`config.mk`:
```
export PLATFORM = sky130hd
export DESIGN_NAME = cfg_alu_slice
export DESIGN_NICKNAME = d
export VERILOG_FILES = /design/src/rtl/alu_slice_pkg.sv /design/src/rtl/alu_carry_sel.sv /design/src/rtl/alu_adder.sv /design/src/rtl/alu_logic_unit.sv /design/src/rtl/cfg_alu_slice.sv
export SDC_FILE = /design/constraint.sdc
export NUM_CORES = 1
export LEC_CHECK = 0
export CAP_MARGIN = 20
export CELL_PAD_IN_SITES_DETAIL_PLACEMENT = 0
export CELL_PAD_IN_SITES_GLOBAL_PLACEMENT = 2
export CORE_MARGIN = 2
export CORE_UTILIZATION = 25
export CTS_BUF_LIST = sky130_fd_sc_hd__clkbuf_16
export DETAILED_ROUTE_END_ITERATION = 8
export GPL_TIMING_DRIVEN = 0
export PLACE_DENSITY_LB_ADDON = 0.2
export SLEW_MARGIN = 5
export SYNTH_ARGS = -nofsm -noshare
export SYNTH_HDL_FRONTEND = slang
export SYNTH_SLANG_ARGS = --single-unit
```
`constraint.sdc`:
```
create_clock -name clk -period 14.64 [get_ports clk]
set_clock_uncertainty 0.2 [all_clocks]
set_input_delay 4.392 -clock clk [delete_from_list [all_inputs] [get_ports clk]]
set_output_delay 4.392 -clock clk [all_outputs]
set_load 0.02 [all_outputs]
```
`src/rtl/alu_slice_pkg.sv`:
```
package alu_slice_pkg;

  typedef enum logic [2:0] {
    OP_PASS = 3'd0,
    OP_INC  = 3'd1,
    OP_DEC  = 3'd2,
    OP_ADD  = 3'd3,
    OP_SUB  = 3'd4,
    OP_XOR  = 3'd5,
    OP_AND  = 3'd6,
    OP_OR   = 3'd7
  } alu_op_e;

  typedef enum logic [1:0] {
    CS_DEFAULT = 2'd0,
    CS_LATCHED = 2'd1,
    CS_ROUTED  = 2'd2,
    CS_CHAINED = 2'd3
  } carry_src_e;

  function automatic logic op_is_arith(alu_op_e op);
    return (op == OP_INC) || (op == OP_DEC) || (op == OP_ADD) || (op == OP_SUB);
  endfunction

  // Borrow-style operations: carry signals mean "one lower" / "went negative".
  function automatic logic op_is_borrow(alu_op_e op);
    return (op == OP_DEC) || (op == OP_SUB);
  endfunction

endpackage

```
`src/rtl/alu_carry_sel.sv`:
```
module alu_carry_sel
  import alu_slice_pkg::*;
(
  input  alu_op_e    op,
  input  logic       cfg_sel,
  input  carry_src_e src_a,
  input  carry_src_e src_b,
  input  logic       carry_latched,
  input  logic       carry_routed,
  input  logic       carry_chain,
  output logic       ci_logical
);

  carry_src_e src_act;

  always_comb begin
    src_act = cfg_sel ? src_b : src_a;
    unique case (src_act)
      // Default: +1 for increment, borrow 1 for decrement, none otherwise.
      CS_DEFAULT: ci_logical = (op == OP_INC) || (op == OP_DEC);
      CS_LATCHED: ci_logical = carry_latched;
      CS_ROUTED:  ci_logical = carry_routed;
      CS_CHAINED: ci_logical = carry_chain;
      default:    ci_logical = 1'b0;
    endcase
  end

endmodule

```
`src/rtl/alu_adder.sv`:
```
module alu_adder
  import alu_slice_pkg::*;
#(
  parameter int W  = 8,
  localparam int PW = (W > 1) ? $clog2(W) : 1
) (
  input  alu_op_e        op,
  input  logic [W-1:0]   a,
  input  logic [W-1:0]   b,
  input  logic           ci_logical,
  input  logic [PW-1:0]  msb_pos,
  output logic [W-1:0]   sum,
  output logic           co_logical
);

  logic [W-1:0] b_eff;
  logic         borrow_op;
  logic [W:0]   chain;
  logic [PW:0]  tap;

  always_comb begin
    borrow_op = op_is_borrow(op);
    unique case (op)
      OP_INC:  b_eff = '0;
      OP_DEC:  b_eff = '1;
      OP_ADD:  b_eff = b;
      OP_SUB:  b_eff = ~b;
      default: b_eff = '0;
    endcase
  end

  // Borrow-style operations take the adder carry inverted.
  assign chain[0] = ci_logical ^ borrow_op;

  for (genvar i = 0; i < W; i++) begin : g_bit
    assign sum[i]     = a[i] ^ b_eff[i] ^ chain[i];
    assign chain[i+1] = (a[i] & b_eff[i]) | (chain[i] & (a[i] ^ b_eff[i]));
  end

  assign tap        = {1'b0, msb_pos} + (PW+1)'(1);
  assign co_logical = op_is_arith(op) & (chain[tap] ^ borrow_op);

endmodule

```
`src/rtl/alu_logic_unit.sv`:
```
module alu_logic_unit
  import alu_slice_pkg::*;
#(
  parameter int W = 8
) (
  input  alu_op_e      op,
  input  logic [W-1:0] a,
  input  logic [W-1:0] b,
  output logic [W-1:0] y
);

  always_comb begin
    unique case (op)
      OP_XOR:  y = a ^ b;
      OP_AND:  y = a & b;
      OP_OR:   y = a | b;
      default: y = a;
    endcase
  end

endmodule

```
`src/rtl/cfg_alu_slice.sv`:
```
module cfg_alu_slice
  import alu_slice_pkg::*;
#(
  parameter int W  = 8,
  localparam int PW = (W > 1) ? $clog2(W) : 1
) (
  input  logic          clk,
  input  logic          rst_n,
  input  logic [W-1:0]  opnd_a,
  input  logic [W-1:0]  opnd_b,
  input  logic [2:0]    func,
  input  logic          cfg_sel,
  input  logic [1:0]    csrc_a,
  input  logic [1:0]    csrc_b,
  input  logic          carry_routed,
  input  logic          carry_chain,
  input  logic [PW-1:0] msb_pos,
  input  logic [W-1:0]  mask,
  output logic [W-1:0]  result,
  output logic          carry_out,
  output logic          carry_reg
);

  alu_op_e      op;
  logic         ci_logical;
  logic [W-1:0] arith_y;
  logic [W-1:0] logic_y;
  logic         co_logical;
  logic         creg_q;
  logic         creg_d;
  logic         creg_en;

  assign op = alu_op_e'(func);

  alu_carry_sel u_carry_sel (
    .op            (op),
    .cfg_sel       (cfg_sel),
    .src_a         (carry_src_e'(csrc_a)),
    .src_b         (carry_src_e'(csrc_b)),
    .carry_latched (creg_q),
    .carry_routed  (carry_routed),
    .carry_chain   (carry_chain),
    .ci_logical    (ci_logical)
  );

  alu_adder #(.W(W)) u_adder (
    .op         (op),
    .a          (opnd_a),
    .b          (opnd_b),
    .ci_logical (ci_logical),
    .msb_pos    (msb_pos),
    .sum        (arith_y),
    .co_logical (co_logical)
  );

  alu_logic_unit #(.W(W)) u_logic (
    .op (op),
    .a  (opnd_a),
    .b  (opnd_b),
    .y  (logic_y)
  );

  assign result    = (op_is_arith(op) ? arith_y : logic_y) & mask;
  assign carry_out = co_logical;

  // Next-state logic of the latched carry.
  always_comb begin
    creg_en = 1'b1;
    creg_d  = co_logical;
  end

  always_ff @(posedge clk or negedge rst_n) begin
    if (!rst_n) begin
      creg_q <= 1'b0;
    end else if (creg_en) begin
      creg_q <= creg_d;
    end
  end

  assign carry_reg = creg_q;

endmodule

```
Word level (Yosys, flattened, before mapping)
Index checks and enable logic that the tools add are counted.
{ "word_totals": {"in_bits": 39, "word_cells": 73, "out_inout_bits": 10, "register_bits": 1} }
{ "classes": {"bitwise": 48, "magnitude_cmp": 1, "n_eq_ne": 10, "mux": 7, "reduce_logical": 5, "add_sub_neg": 1} }
{ "ops": {"columns": ["operator", "count"], "rows": [
  ["$pmux W8 S3", 2],
  ["$xor A1 B1 Y1", 18],
  ["$and A1 B1 Y1", 17],
  ["$and A8 B8 Y8", 2],
  ["$eq A3 B3 Y1 const B", 4],
  ["$mux W8", 1],
  ["$not A8 Y8", 1],
  ["$or A1 B1 Y1", 8],
  ["$or A8 B8 Y8", 1],
  ["$xor A8 B8 Y8", 1],
  ["$eq A3 B2 Y1 const B", 2],
  ["$lt A4 B5 Y1 const B", 1],
  ["$add A3 B1 Y4 const B", 1],
  ["$bmux W1 S4", 1],
  ["$eq A2 B2 Y1 const B", 2],
  ["$logic_or A1 B1 Y1", 4],
  ["$pmux W1 S4", 1],
  ["$eq A3 B1 Y1 const B", 1],
  ["$eq A2 B1 Y1 const B", 1],
  ["$logic_not A2 Y1", 1],
  ["$mux W2", 1],
  ["$mux W1", 1]
]} }

Longest topological paths before layout
Gate-level depths: netlist of the first run.
{ "logic_depth": {"word_depth": 24, "depth_mapped": 22, "mapped_depth_nobuf": 20} }

Modules after synthesis
From an unflattened synthesis of the first run, not the netlist that was laid out.
{ "unflattened": {"cells_unflattened": 170, "area_unflattened_um2": 1305.0} }
{ "by_module_without_submodules": {"columns": ["mod", "area_each_um2", "n_inst", "cells_each", "seq_area_each_um2"], "rows": [
  ["alu_logic_unit", 561.8, 1, 77, 0.0],
  ["alu_adder", 484.2, 1, 61, 0.0],
  ["cfg_alu_slice", 203.9, 1, 27, 25.0],
  ["alu_carry_sel", 55.1, 1, 5, 0.0]
]} }

Worst setup path after synthesis of the first run
Ideal clock, no wire load.
{ "synth_path": {"kind": "in2out", "from": "in csrc_a[0]", "to": "out result[7]", "t_arrival_ps": 9228, "path_slack_ps": 820, "stages": 18, "required_time_ps": 10048, "n_path_buf": 0, "path_cell_list": "or3_1 -> a211oi_2 -> a211oi_1 -> xor2_1 -> fa_1 -> fa_1 -> fa_1 -> fa_1 -> fa_1 -> fa_1 -> inv_1 -> fa_1 -> inv_1 -> fa_1 -> mux4_2 -> nand2_1 -> o21ai_0 -> and2_1"} }
{ "synth_via": {"elab_chain_len": 21, "elab_cells_between_ends": 24, "cone_classes": "eq/ne: 3; mux: 3; bitwise: 17; reduce/logical: 1"} }
{ "synth_rtl": {"columns": ["item", "line_no", "text"], "rows": [
  ["from (decl)", "cfg_alu_slice.sv:13", "input logic [1:0] csrc_a,"],
  ["$mux W2 *", "alu_carry_sel.sv:17", "src_act = cfg_sel ? src_b : src_a;"],
  ["$eq A2 B2 Y1, or another cell as far along", "alu_carry_sel.sv:18", "unique case (src_act)"],
  ["$pmux W1 S4 *", "alu_carry_sel.sv:18", null],
  ["$xor A1 B1 Y1 *", "alu_adder.sv:33", "assign chain[0] = ci_logical ^ borrow_op;"],
  ["$and A1 B1 Y1 *", "alu_adder.sv:37", "assign chain[i+1] = (a[i] & b_eff[i]) | (chain[i] & (a[i] ^ b_eff[i]));"],
  ["$or A1 B1 Y1 *", "alu_adder.sv:37", null],
  ["$and A1 B1 Y1 *", "alu_adder.sv:37", null],
  ["$or A1 B1 Y1 *", "alu_adder.sv:37", null],
  ["[... 5 more ...]", null, null],
  ["$or A1 B1 Y1 *", "alu_adder.sv:37", null],
  ["$and A1 B1 Y1 *", "alu_adder.sv:37", null],
  ["$or A1 B1 Y1 *", "alu_adder.sv:37", null],
  ["$and A1 B1 Y1 *", "alu_adder.sv:37", null],
  ["$or A1 B1 Y1 *", "alu_adder.sv:37", null],
  ["$xor A1 B1 Y1 *", "alu_adder.sv:36", "assign sum[i] = a[i] ^ b_eff[i] ^ chain[i];"],
  ["$mux W8 *", "cfg_alu_slice.sv:63", "assign result = (op_is_arith(op) ? arith_y : logic_y) & mask;"],
  ["$and A8 B8 Y8 *", "cfg_alu_slice.sv:63", null],
  ["to (decl)", "cfg_alu_slice.sv:19", "output logic [W-1:0] result,"]
]} }
Every way passes the cells marked *; elsewhere a longest branch is shown, timed or not.

Worst setup path in the final report of the first run
{ "layout_path": {"from": "in csrc_b[0]", "to": "out result[7]"} }
{ "layout_via": {"elab_chain_len": 21, "elab_cells_between_ends": 24, "cone_classes": "eq/ne: 3; mux: 3; bitwise: 17; reduce/logical: 1"} }
{ "layout_rtl": {"columns": ["item", "line_no", "text"], "rows": [
  ["from (decl)", "cfg_alu_slice.sv:14", "input logic [1:0] csrc_b,"],
  ["$mux W2 *", "alu_carry_sel.sv:17", null],
  ["$eq A2 B2 Y1, or another cell as far along", "alu_carry_sel.sv:18", null],
  ["$pmux W1 S4 *", "alu_carry_sel.sv:18", null],
  ["$xor A1 B1 Y1 *", "alu_adder.sv:33", null],
  ["$and A1 B1 Y1 *", "alu_adder.sv:37", null],
  ["$or A1 B1 Y1 *", "alu_adder.sv:37", null],
  ["$and A1 B1 Y1 *", "alu_adder.sv:37", null],
  ["$or A1 B1 Y1 *", "alu_adder.sv:37", null],
  ["[... 5 more ...]", null, null],
  ["$or A1 B1 Y1 *", "alu_adder.sv:37", null],
  ["$and A1 B1 Y1 *", "alu_adder.sv:37", null],
  ["$or A1 B1 Y1 *", "alu_adder.sv:37", null],
  ["$and A1 B1 Y1 *", "alu_adder.sv:37", null],
  ["$or A1 B1 Y1 *", "alu_adder.sv:37", null],
  ["$xor A1 B1 Y1 *", "alu_adder.sv:36", null],
  ["$mux W8 *", "cfg_alu_slice.sv:63", null],
  ["$and A8 B8 Y8 *", "cfg_alu_slice.sv:63", null]
]} }
Marked as above.

==> metrics.csv, run 1 <==
metric,value,unit
DRC errors left,0,
Crit path required time,10.05,ns
die width,78.03,microns
Top Ports,49,
most frequent cells in the layout,"clkdlybuf4s50_1, inv_1, ha_1, nand2_1",
Adder-Cell Fraction of Synth Area,27.21,%
final setup vio count,0,
Mean Syn Cell Area,8.155,sq um
Rows,26,
dpl hpwl,3051,microns
Final WS setup,0.3067,ns
"CTS clk-pin slew, worst paths",0,ns
# diodes,0,
LEAKAGE,0.8737,nW
"Top FF cell, synth",dfrtp_1,
Min-Delay Path Class,flop to flop,
sequential-to-total area share from yosys stat,1.826,%
number of global-route vias before repair,1423,
ANT nets after route,0,
Clock Latency Late Sink,0,ns
"most common cell after layout, fill and taps aside",clkdlybuf4s50_1,
Slew Limit Fails,0,
drt via density,4.686,
number of synthesized flops with an enable pin,0,
Synth Area in Compound Gates,17.72,%
Worst Max-Slew Pin Slew,0.4343,ns
Synth Area in XOR/XNOR,3.196,%
largest family of logic cells by synthesized area,adder cells,
share of layout cells above drive strength 1,14.75,%
Pre-antenna DRT Iters,4,
library cells used by synthesis,43,
power density cells,40.16,nW/um^2
gp weighted congestion,0.7034,
synthesized instance count,168,
Max-Cap Viols,0,
final hold violation count,0,
Post-Syn Area,1370,sq um
# hold bufs at CTS,0,
setup TNS,0,ns
synthesis-stage register bit count,1,
full die area,6089,sq um
multiplexer share of the synthesized area,20.46,%
first-pass GRT wire length,6672,microns
Worst Hold Path Cells,6,
initial antenna violation count,0,
slew margin rel.,70.74,%
simple-gate share of the synthesized area,17.63,%
final net count,283,
crit-path max FO,4,
FMAX,69.77,MHz
Synth Warn #,0,
Total Power,0.07884,mW
largest net degree at the start of global routing,11,
CORE AREA,5205,sq um
Initial Utilization,26.32,%
CP arrival,9.74,ns
Max VDD drop,0.01363,mV
Place WS,-0.8180,ns
chip height,78.03,microns
Synth Net Count,232,
status,completed,
fin crit share,97.90,%
Critical Path Start Type,primary input,
GRT Total Usage,12.97,%
final global-route overflow total,0,
number of DRC markers in iteration 0,20,
R2R depth,19,
max reg flops,1,
area delta synth->final,43.29,%
Routed WL per cell,12.90,microns
RSZ-0062 raised after global routing,no,
Worst Setup End Kind,output port,
drt total wl,3702,microns
Final min period,14.33,ns
Vias,1345,
PortBufs,47,
CP Class,primary input to output port,
asr flop ratio synth,100.0,%
==> critical path, stage by stage <==
cell             delay, ns
clkdlybuf4s50_1       0.46
or3b_1                0.40
a211oi_2              0.26
a211oi_1              0.08
xor2_1                0.18
fa_2                  0.38
fa_2                  0.37
fa_2                  0.37
fa_2                  0.37
fa_2                  0.36
fa_1                  0.36
inv_1                 0.10
fa_2                  0.21
inv_1                 0.05
fa_1                  0.47
mux4_2                0.46
nand2_1               0.07
o21ai_0               0.07
and2_1                0.16
clkbuf_2              0.15
==> logic make-up after synthesis <==
kind of cell	after synthesis
muxes	18
adders and majority gates	25
and+or+nand+nor	46
AOI/OAI and AO/OA	36
buffers and inverters	37
DFF	1
xor gates and xnor gates	5
==> metrics by stage <==
step,util (%),hold slack (ns),instance area [sq um],cells
finish,37.72,0.8881,1963,287
global route,37.72,1.017,1963,287
CTS,37.64,0.9005,1959,287
detailed placement,37.04,0.8547,1928,285
global placement,37.04,0.8052,1928,285
floorplan,-,1.078,1370,168
==> final cells by class <==
class                      count  area, sq um
buffer                         8        62.56
fill                         556         3242
inverter                      29        108.9
multi-input combinational    130         1199
sequential                     1        25.02
tap                           70        87.58
timing repair buffer          49        480.5
==> path summary, 6_finish.rpt <==
| kind | start | to | slack (ns) |
|---|---|---|---|
| max | csrc_b[0] | result[7] | 0.31 |
| min in group asynchronous | rst_n | carry_reg$_DFF_PN0_ | 4.34 |
| min | carry_reg$_DFF_PN0_ | carry_reg$_DFF_PN0_ | 0.89 |
| min reg2reg | carry_reg$_DFF_PN0_ | carry_reg$_DFF_PN0_ | 0.89 |
| max in group asynchronous | rst_n | carry_reg$_DFF_PN0_ | 9.80 |
| max reg2reg | carry_reg$_DFF_PN0_ | carry_reg$_DFF_PN0_ | 9.83 |
==> Yosys cell counts, types with 2 or more instances <==
| cell type | n | area [sq um] |
|---|---|---|
| inv_1 | 27 | 101.4 |
| ha_1 | 17 | 212.7 |
| nand2_1 | 14 | 52.55 |
| nor2_1 | 11 | 41.29 |
| o21ai_0 | 11 | 55.05 |
| mux2i_1 | 10 | 100.1 |
| and2_1 | 8 | 50.05 |
| fa_1 | 8 | 160.2 |
| mux4_2 | 8 | 180.2 |
| o22ai_1 | 7 | 43.79 |
| a21oi_1 | 5 | 25.02 |
| xor2_1 | 4 | 35.03 |
| buf_2 | 3 | 15.01 |
| nand3_1 | 3 | 15.01 |
| a211oi_1 | 2 | 15.01 |
| clkbuf_1 | 2 | 7.510 |
| inv_2 | 2 | 7.510 |
==> what timing repair did <==
action                                 CTS  global route
endpoints found under the hold margin    0             0
pin swaps                                2             0
resized for setup                       11             5
setup endpoints to repair                4             2
setup buffers                            2             0
==> power by group <==
| group | internal, mW | switching, mW |
|---|---|---|
| registers | 0.00344 | 0.000356 |
| logic | 0.0400 | 0.0351 |
| clock network | 0 | 0 |
==> routing by layer <==
metal	vias to the layer above	global-route usage (%)	routed length [microns]
met4	0	0	0
met5	-	0	0
met2	25	23.97	1791
li1	686	-	-
met1	634	17.77	1809
met3	0	0.6897	101
Power figures use the tool's default switching activity.
==> inputs of run 2 (changes only) <==
SLEW_MARGIN = 20   (was 5)
==> results of run 2 <==
No change in the layout: final DEF, timing and power equal those of run 1.
